File: src/rtl/tsp_pkg.sv
package tsp_pkg;

    parameter int CMD_W  = 4;
    parameter int PAR_W  = 8;
    parameter int DATA_W = 16;

    localparam logic [CMD_W-1:0] OP_VERSION = CMD_W'(1);
    localparam logic [CMD_W-1:0] OP_BYPASS  = CMD_W'(2);
    localparam logic [CMD_W-1:0] OP_READ    = CMD_W'(3);
    localparam logic [CMD_W-1:0] OP_IDLE    = {CMD_W{1'b1}};

    typedef enum logic [2:0] {
        ST_INIT,
        ST_IDLE,
        ST_SAMPLE,
        ST_VER,
        ST_RWAIT,
        ST_RVALID,
        ST_RPULSE
    } ctrl_state_t;

    typedef struct packed {
        logic [CMD_W-1:0]  op;
        logic [PAR_W-1:0]  par;
        logic [DATA_W-1:0] word;
    } xfer_t;

    function automatic logic is_local_op(input logic [CMD_W-1:0] op);
        return (op == OP_VERSION) || (op == OP_BYPASS) ||
               (op == OP_READ)    || (op == OP_IDLE);
    endfunction

    function automatic logic ready_in(input ctrl_state_t st);
        return (st == ST_IDLE) || (st == ST_VER) || (st == ST_RVALID);
    endfunction

endpackage

File: src/rtl/tsp_sync.sv
module tsp_sync #(
    parameter int             W       = 1,
    parameter int             STAGES  = 2,
    parameter logic [W-1:0]   RST_VAL = '0
) (
    input  logic         clk,
    input  logic         rst,
    input  logic [W-1:0] d,
    output logic [W-1:0] q
);
    logic [W-1:0] stg [STAGES];

    genvar gi;
    generate
        for (gi = 0; gi < STAGES; gi++) begin : g_stage
            always_ff @(posedge clk) begin
                if (rst) begin
                    stg[gi] <= RST_VAL;
                end else begin
                    if (gi == 0) stg[gi] <= d;
                    else         stg[gi] <= stg[(gi == 0) ? 0 : gi-1];
                end
            end
        end
    endgenerate

    assign q = stg[STAGES-1];
endmodule

File: src/rtl/tsp_edge.sv
module tsp_edge #(
    parameter logic RST_VAL = 1'b0
) (
    input  logic clk,
    input  logic rst,
    input  logic d,
    output logic rise,
    output logic fall
);
    logic prev;

    always_ff @(posedge clk) begin
        if (rst) prev <= RST_VAL;
        else     prev <= d;
    end

    assign rise = d & ~prev;
    assign fall = ~d & prev;
endmodule

File: src/rtl/tsp_ctrl.sv
module tsp_ctrl
    import tsp_pkg::*;
#(
    parameter int                INIT_CYCLES  = 16,
    parameter logic [DATA_W-1:0] VERSION_WORD = 16'h2A51
) (
    input  logic              clk,
    input  logic              rst,
    input  logic              wt_edge,
    input  logic              dir_rise,
    input  logic              dir_fall,
    input  logic [CMD_W-1:0]  cmd_sync,
    input  logic [CMD_W-1:0]  host_cmd,
    input  logic [PAR_W-1:0]  host_par,
    input  logic [DATA_W-1:0] host_din,
    input  logic [DATA_W-1:0] rd_data,
    output logic              ready,
    output logic              bypass,
    output logic              cmd_valid,
    output xfer_t             xfer,
    output logic [PAR_W-1:0]  rd_index,
    output logic [DATA_W-1:0] dout
);
    localparam int CNT_W = $clog2(INIT_CYCLES + 1);
    localparam logic [CNT_W-1:0] CNT_LAST = CNT_W'(INIT_CYCLES - 1);

    ctrl_state_t      state;
    logic [CNT_W-1:0] init_cnt;
    logic [PAR_W-1:0] rd_left;

    always_ff @(posedge clk) begin
        if (rst) begin
            state     <= ST_INIT;
            init_cnt  <= '0;
            bypass    <= 1'b0;
            cmd_valid <= 1'b0;
            xfer      <= '0;
            rd_left   <= '0;
            rd_index  <= '0;
        end else begin
            cmd_valid <= 1'b0;
            unique case (state)
                ST_INIT: begin
                    if (init_cnt == CNT_LAST) state <= ST_IDLE;
                    else                      init_cnt <= init_cnt + 1'b1;
                end
                ST_IDLE: begin
                    if (wt_edge) state <= ST_SAMPLE;
                end
                ST_SAMPLE: begin
                    state <= ST_IDLE;
                    if (host_cmd == OP_BYPASS) begin
                        bypass <= host_par[0];
                    end else if (host_cmd == OP_VERSION) begin
                        state <= ST_VER;
                    end else if (host_cmd == OP_READ) begin
                        if (host_par != '0) begin
                            rd_left  <= host_par;
                            rd_index <= '0;
                            state    <= ST_RWAIT;
                        end
                    end else if (!is_local_op(host_cmd)) begin
                        cmd_valid <= 1'b1;
                        xfer      <= '{op: host_cmd, par: host_par, word: host_din};
                    end
                end
                ST_VER: begin
                    if (cmd_sync == '0 && host_par == '0) state <= ST_IDLE;
                end
                ST_RWAIT: begin
                    state <= ST_RVALID;
                end
                ST_RVALID: begin
                    if (dir_rise) begin
                        if (rd_left == PAR_W'(1)) begin
                            rd_left <= '0;
                            state   <= ST_IDLE;
                        end else begin
                            state <= ST_RPULSE;
                        end
                    end
                end
                ST_RPULSE: begin
                    if (dir_fall) begin
                        rd_left  <= rd_left - 1'b1;
                        rd_index <= rd_index + 1'b1;
                        state    <= ST_RWAIT;
                    end
                end
                default: state <= ST_IDLE;
            endcase
        end
    end

    assign ready = ready_in(state);

    always_comb begin
        unique case (state)
            ST_VER:    dout = VERSION_WORD;
            ST_RVALID: dout = rd_data;
            default:   dout = '0;
        endcase
    end
endmodule

File: src/rtl/tsp_cmd_slave.sv
module tsp_cmd_slave
    import tsp_pkg::*;
#(
    parameter int                INIT_CYCLES  = 16,
    parameter int                SYNC_STAGES  = 2,
    parameter logic [DATA_W-1:0] VERSION_WORD = 16'h2A51
) (
    input  logic              clk,
    input  logic              rst,
    input  logic [CMD_W-1:0]  host_cmd,
    input  logic [PAR_W-1:0]  host_par,
    input  logic              host_wtrig,
    input  logic              host_dir,
    input  logic [DATA_W-1:0] host_data_in,
    output logic [DATA_W-1:0] host_data_out,
    output logic              host_data_oe,
    output logic              host_ready,
    output logic              bypass_en,
    output logic              cmd_valid,
    output logic [CMD_W-1:0]  cmd_op,
    output logic [PAR_W-1:0]  cmd_par,
    output logic [DATA_W-1:0] cmd_word,
    output logic [PAR_W-1:0]  rd_index,
    input  logic [DATA_W-1:0] rd_data
);
    localparam int SW = CMD_W + 2;
    localparam logic [SW-1:0] SYNC_RST = {OP_IDLE, 1'b1, 1'b0};

    logic [SW-1:0] sync_bus;
    logic          wt_rise, wt_fall, dir_rise, dir_fall;
    xfer_t         xfer;

    tsp_sync #(.W(SW), .STAGES(SYNC_STAGES), .RST_VAL(SYNC_RST)) u_sync (
        .clk (clk),
        .rst (rst),
        .d   ({host_cmd, host_dir, host_wtrig}),
        .q   (sync_bus)
    );

    tsp_edge #(.RST_VAL(1'b0)) u_wt_edge (
        .clk (clk), .rst (rst), .d (sync_bus[0]),
        .rise (wt_rise), .fall (wt_fall)
    );

    tsp_edge #(.RST_VAL(1'b1)) u_dir_edge (
        .clk (clk), .rst (rst), .d (sync_bus[1]),
        .rise (dir_rise), .fall (dir_fall)
    );

    tsp_ctrl #(.INIT_CYCLES(INIT_CYCLES), .VERSION_WORD(VERSION_WORD)) u_ctrl (
        .clk       (clk),
        .rst       (rst),
        .wt_edge   (wt_rise | wt_fall),
        .dir_rise  (dir_rise),
        .dir_fall  (dir_fall),
        .cmd_sync  (sync_bus[SW-1:2]),
        .host_cmd  (host_cmd),
        .host_par  (host_par),
        .host_din  (host_data_in),
        .rd_data   (rd_data),
        .ready     (host_ready),
        .bypass    (bypass_en),
        .cmd_valid (cmd_valid),
        .xfer      (xfer),
        .rd_index  (rd_index),
        .dout      (host_data_out)
    );

    assign host_data_oe = ~host_dir;
    assign cmd_op       = xfer.op;
    assign cmd_par      = xfer.par;
    assign cmd_word     = xfer.word;
endmodule

File: config.mk
export PLATFORM = sky130hd
export DESIGN_NAME = tsp_cmd_slave
export DESIGN_NICKNAME = d
export VERILOG_FILES = /design/src/rtl/tsp_pkg.sv /design/src/rtl/tsp_sync.sv /design/src/rtl/tsp_edge.sv /design/src/rtl/tsp_ctrl.sv /design/src/rtl/tsp_cmd_slave.sv
export SDC_FILE = /design/constraint.sdc
export NUM_CORES = 1
export LEC_CHECK = 0
export ABC_AREA = 1
export BUFFER_PORTS_ARGS = -buffer_cell sky130_fd_sc_hd__buf_4
export CAP_MARGIN = 30
export CORE_UTILIZATION = 50
export CTS_CLUSTER_DIAMETER = 100
export CTS_CLUSTER_SIZE = 28
export DETAILED_ROUTE_END_ITERATION = 7
export GPL_TIMING_DRIVEN = 0
export PLACE_DENSITY_LB_ADDON = 0.12
export SLEW_MARGIN = 20
export SYNTH_ARGS = -nofsm -noshare
export SYNTH_HDL_FRONTEND = slang
export SYNTH_SLANG_ARGS = --single-unit
export TNS_END_PERCENT = 10
File: constraint.sdc
create_clock -name clk -period 2.27 [get_ports clk]
set_clock_uncertainty 0.1 [all_clocks]
set_input_delay 0.454 -clock clk [delete_from_list [all_inputs] [get_ports clk]]
set_output_delay 0.454 -clock clk [all_outputs]
set_load 0.005 [all_outputs]
==> run summary <==
clock tree from TritonCTS - yes
post-route antenna net violation count - 0
fraction of layout cells with a size suffix above 1 - 25.0%
number of global-route vias before repair - 2947
kind of cell adding the most delay to the critical path - buffers and inverters
post-synthesis to final-layout area growth - 33.0%
Avg WL per Cell - 11.5 um
min-delay worst type - input pin to register
number of buffers on the longest clock path - 2
Detail Placement HPWL - 5770 um
largest net degree at the start of global routing - 13
Critical Path Max Stage Delay - 460 ps
Post-CTS Hold Fix Bufs - 0
Top Ports - 104
post-route minimum period - 2140 ps
Placement Rows - 28
syn_nets - 518
max-slew violations - 0
final worst setup slack - 126 ps
die height - 81.2 um
Worst Setup Path Type - register to output pin
number of remaining DRC errors - 0
Max Cap Violations - 0
most instantiated flip-flop cell in the synthesis netlist - dfxtp_1
cell type with the highest aggregate area in the netlist - dfxtp_1
violation count after the first detailed-routing iteration - 121
Clock Sinks - 68
setup-violating endpoint count in the final report - 0
leading cell type in the layout, fill and taps excluded - nand2_1
Final Core Density - 69.7%
clock slew seen by the registers of the worst setup and hold paths - 70 ps
post-layout net count - 631
synth top area cells - dfxtp_1 43%, nand2_1 16%, nor2_1 8.4%
most used cells in the layout excluding fill and tap cells - 130 x nand2_1, 104 x buf_4, 70 x nor2_1
Arrival @ worst endpoint - 1590 ps
final worst-path cycle share - 94.5%
total via count after detailed routing - 3210
CP Launch Type - register
Root Buffer Master - clkbuf_8
number of buffers added on ports - 102
capturing element type of the critical path - output pin
number of antenna violations at the first check in global routing - 0
Sum Neg Setup Slack - 0 ps
per-instance average area after synthesis - 6.75 um^2
power density cells - 611 nW/um^2
H-tree levels - 3
clock latency reported for the late side of the worst-skew pair - 340 ps
initial standard-cell utilization of the core - 52.4%
full die area - 6590 um^2
remaining global-route overflow - 0
final antenna diode count - 0
outcome - finished clean
Crit path buffers/inverters - 3
overall routing resource usage - 25.1%
overall power consumption - 2.55 mW
RSZ-0062 raised after global routing - no
number of placed instances, taps included - 642
highest-delay cell along the critical path - dfxtp_1
post-cts sizing count - 0
total standard cell area after synthesis - 3140 um^2
CP Max Fanout - 10
weighted congestion reported at the end of routability-driven placement - 0.863
sequential share of the synthesized area - 43.4%
number of clock buffers inserted by TritonCTS - 9
Worst Max-Slew Pin Slew - 540 ps
First-pass DRT Iterations - 4
required time at the worst-slack endpoint - 1720 ps
count of yosys warnings during synthesis - 0
horizontal extent of the die - 81.2 um
post-synthesis async set-or-reset flop share - 0%
post-synthesis sequential element count - 68
number of enable flip-flop cells after synthesis - 0
cells along the critical path - inv_2 > nand3_2 > clkbuf_1 > nor2_1 > buf_4
setup slack at placement - 317 ps
Yosys cell types - 30
post-CTS setup buffer count - 0
gate count of the mapped netlist - 465
count of endpoints failing hold in the final timing report - 0
number of non-filler instances in the completed layout - 658
VDD IR-drop max - 512 uV
Detailed Route WL - 7560 um
wire length of the first global-routing pass - 12600 um
post-detailed-route via-to-cell ratio - 4.88
Std-Cell Core Area - 5990 um^2
tightest slew margin relative to the limit - 64.0%
leakage power of the design - 2.08 nW
Max Clk Rate - 466 MHz
fraction of post-synthesis cell area in the top cell type by area - 43.4%
==> power by group <==
part | internal [mW] | switching [mW]
clock | 0.423 | 0.470
sequential | 1.25 | 0.0435
combinational | 0.160 | 0.206
==> flip-flops by register name, summed over array words and instances, names as in the netlist <==
name / count
u_ctrl.xfer: 28
u_ctrl.init_cnt: 5
u_ctrl.state: 3
u_sync.stg: 12
u_ctrl.rd_index: 8
u_dir_edge.prev: 1
u_wt_edge.prev: 1
u_ctrl.rd_left: 8
u_ctrl.bypass: 1
u_ctrl.cmd_valid: 1
==> worst paths after layout <==
check,slack (ps),cells past startpoint,start,endpoint
hold / removal,200,3,host_dir,u_sync.stg[0][1]
setup / recovery,130,5,u_ctrl.state[1],host_data_out[15]
setup reg to reg,260,12,u_ctrl.init_cnt[1],u_ctrl.state[2]
hold reg to reg,310,2,u_sync.stg[0][0],u_sync.stg[1][0]
==> routing by layer <==
layer / part of all wire, % / vias up / global-route usage, %
met2: 48 / 111 / 43.2
met1: 44 / 1407 / 29.2
met4: 2.5 / 0 / 13.6
met5: 0 / - / 0
li1: - / 1673 / -
met3: 6.1 / 19 / 4.72
==> worst min-delay path, stage by stage <==
cell and delay (ps):
buf_4 70, inv_1 40, nand2_1 50
==> kinds of logic after synthesis <==
| group | Yosys count | synth area share (%) |
|---|---|---|
| xor+xnor | 2 | 0.559 |
| buf+inv | 76 | 9.73 |
| compound gates | 67 | 10.9 |
| fa+ha+maj | 5 | 1.99 |
| simple gates | 247 | 33.4 |
| flops | 68 | 43.4 |
==> cells in the mapped netlist, types with 2 or more instances <==
cell / number
nand2_1: 130
nor2_1: 70
dfxtp_1: 68
inv_1: 55
a21oi_1: 42
nand3_1: 24
o21ai_0: 20
clkbuf_1: 8
ha_1: 5
inv_2: 5
or2_2: 5
buf_2: 4
nand4_1: 4
nand2_2: 3
o22ai_1: 3
buf_4: 2
nor2_2: 2
nor2_4: 2
nor3_1: 2
==> stage by stage <==
step	hold slack [ps]	instance area, um^2
floorplan	288	3140
global placement	291	4000
detailed placement	292	4000
CTS	196	4170
global route	219	4170
finish	201	4170
==> area by class of cell <==
class / instances / area (um^2)
inverter: 61 / 229
clock inverter: 6 / 38.8
buffer: 15 / 76.3
clock buffer: 10 / 138
timing repair buffer: 102 / 766
tap: 75 / 93.8
fill: 527 / 1820
multi-input combinational: 321 / 1470
sequential: 68 / 1360
No activity file was read; power rests on OpenSTA's default activity.
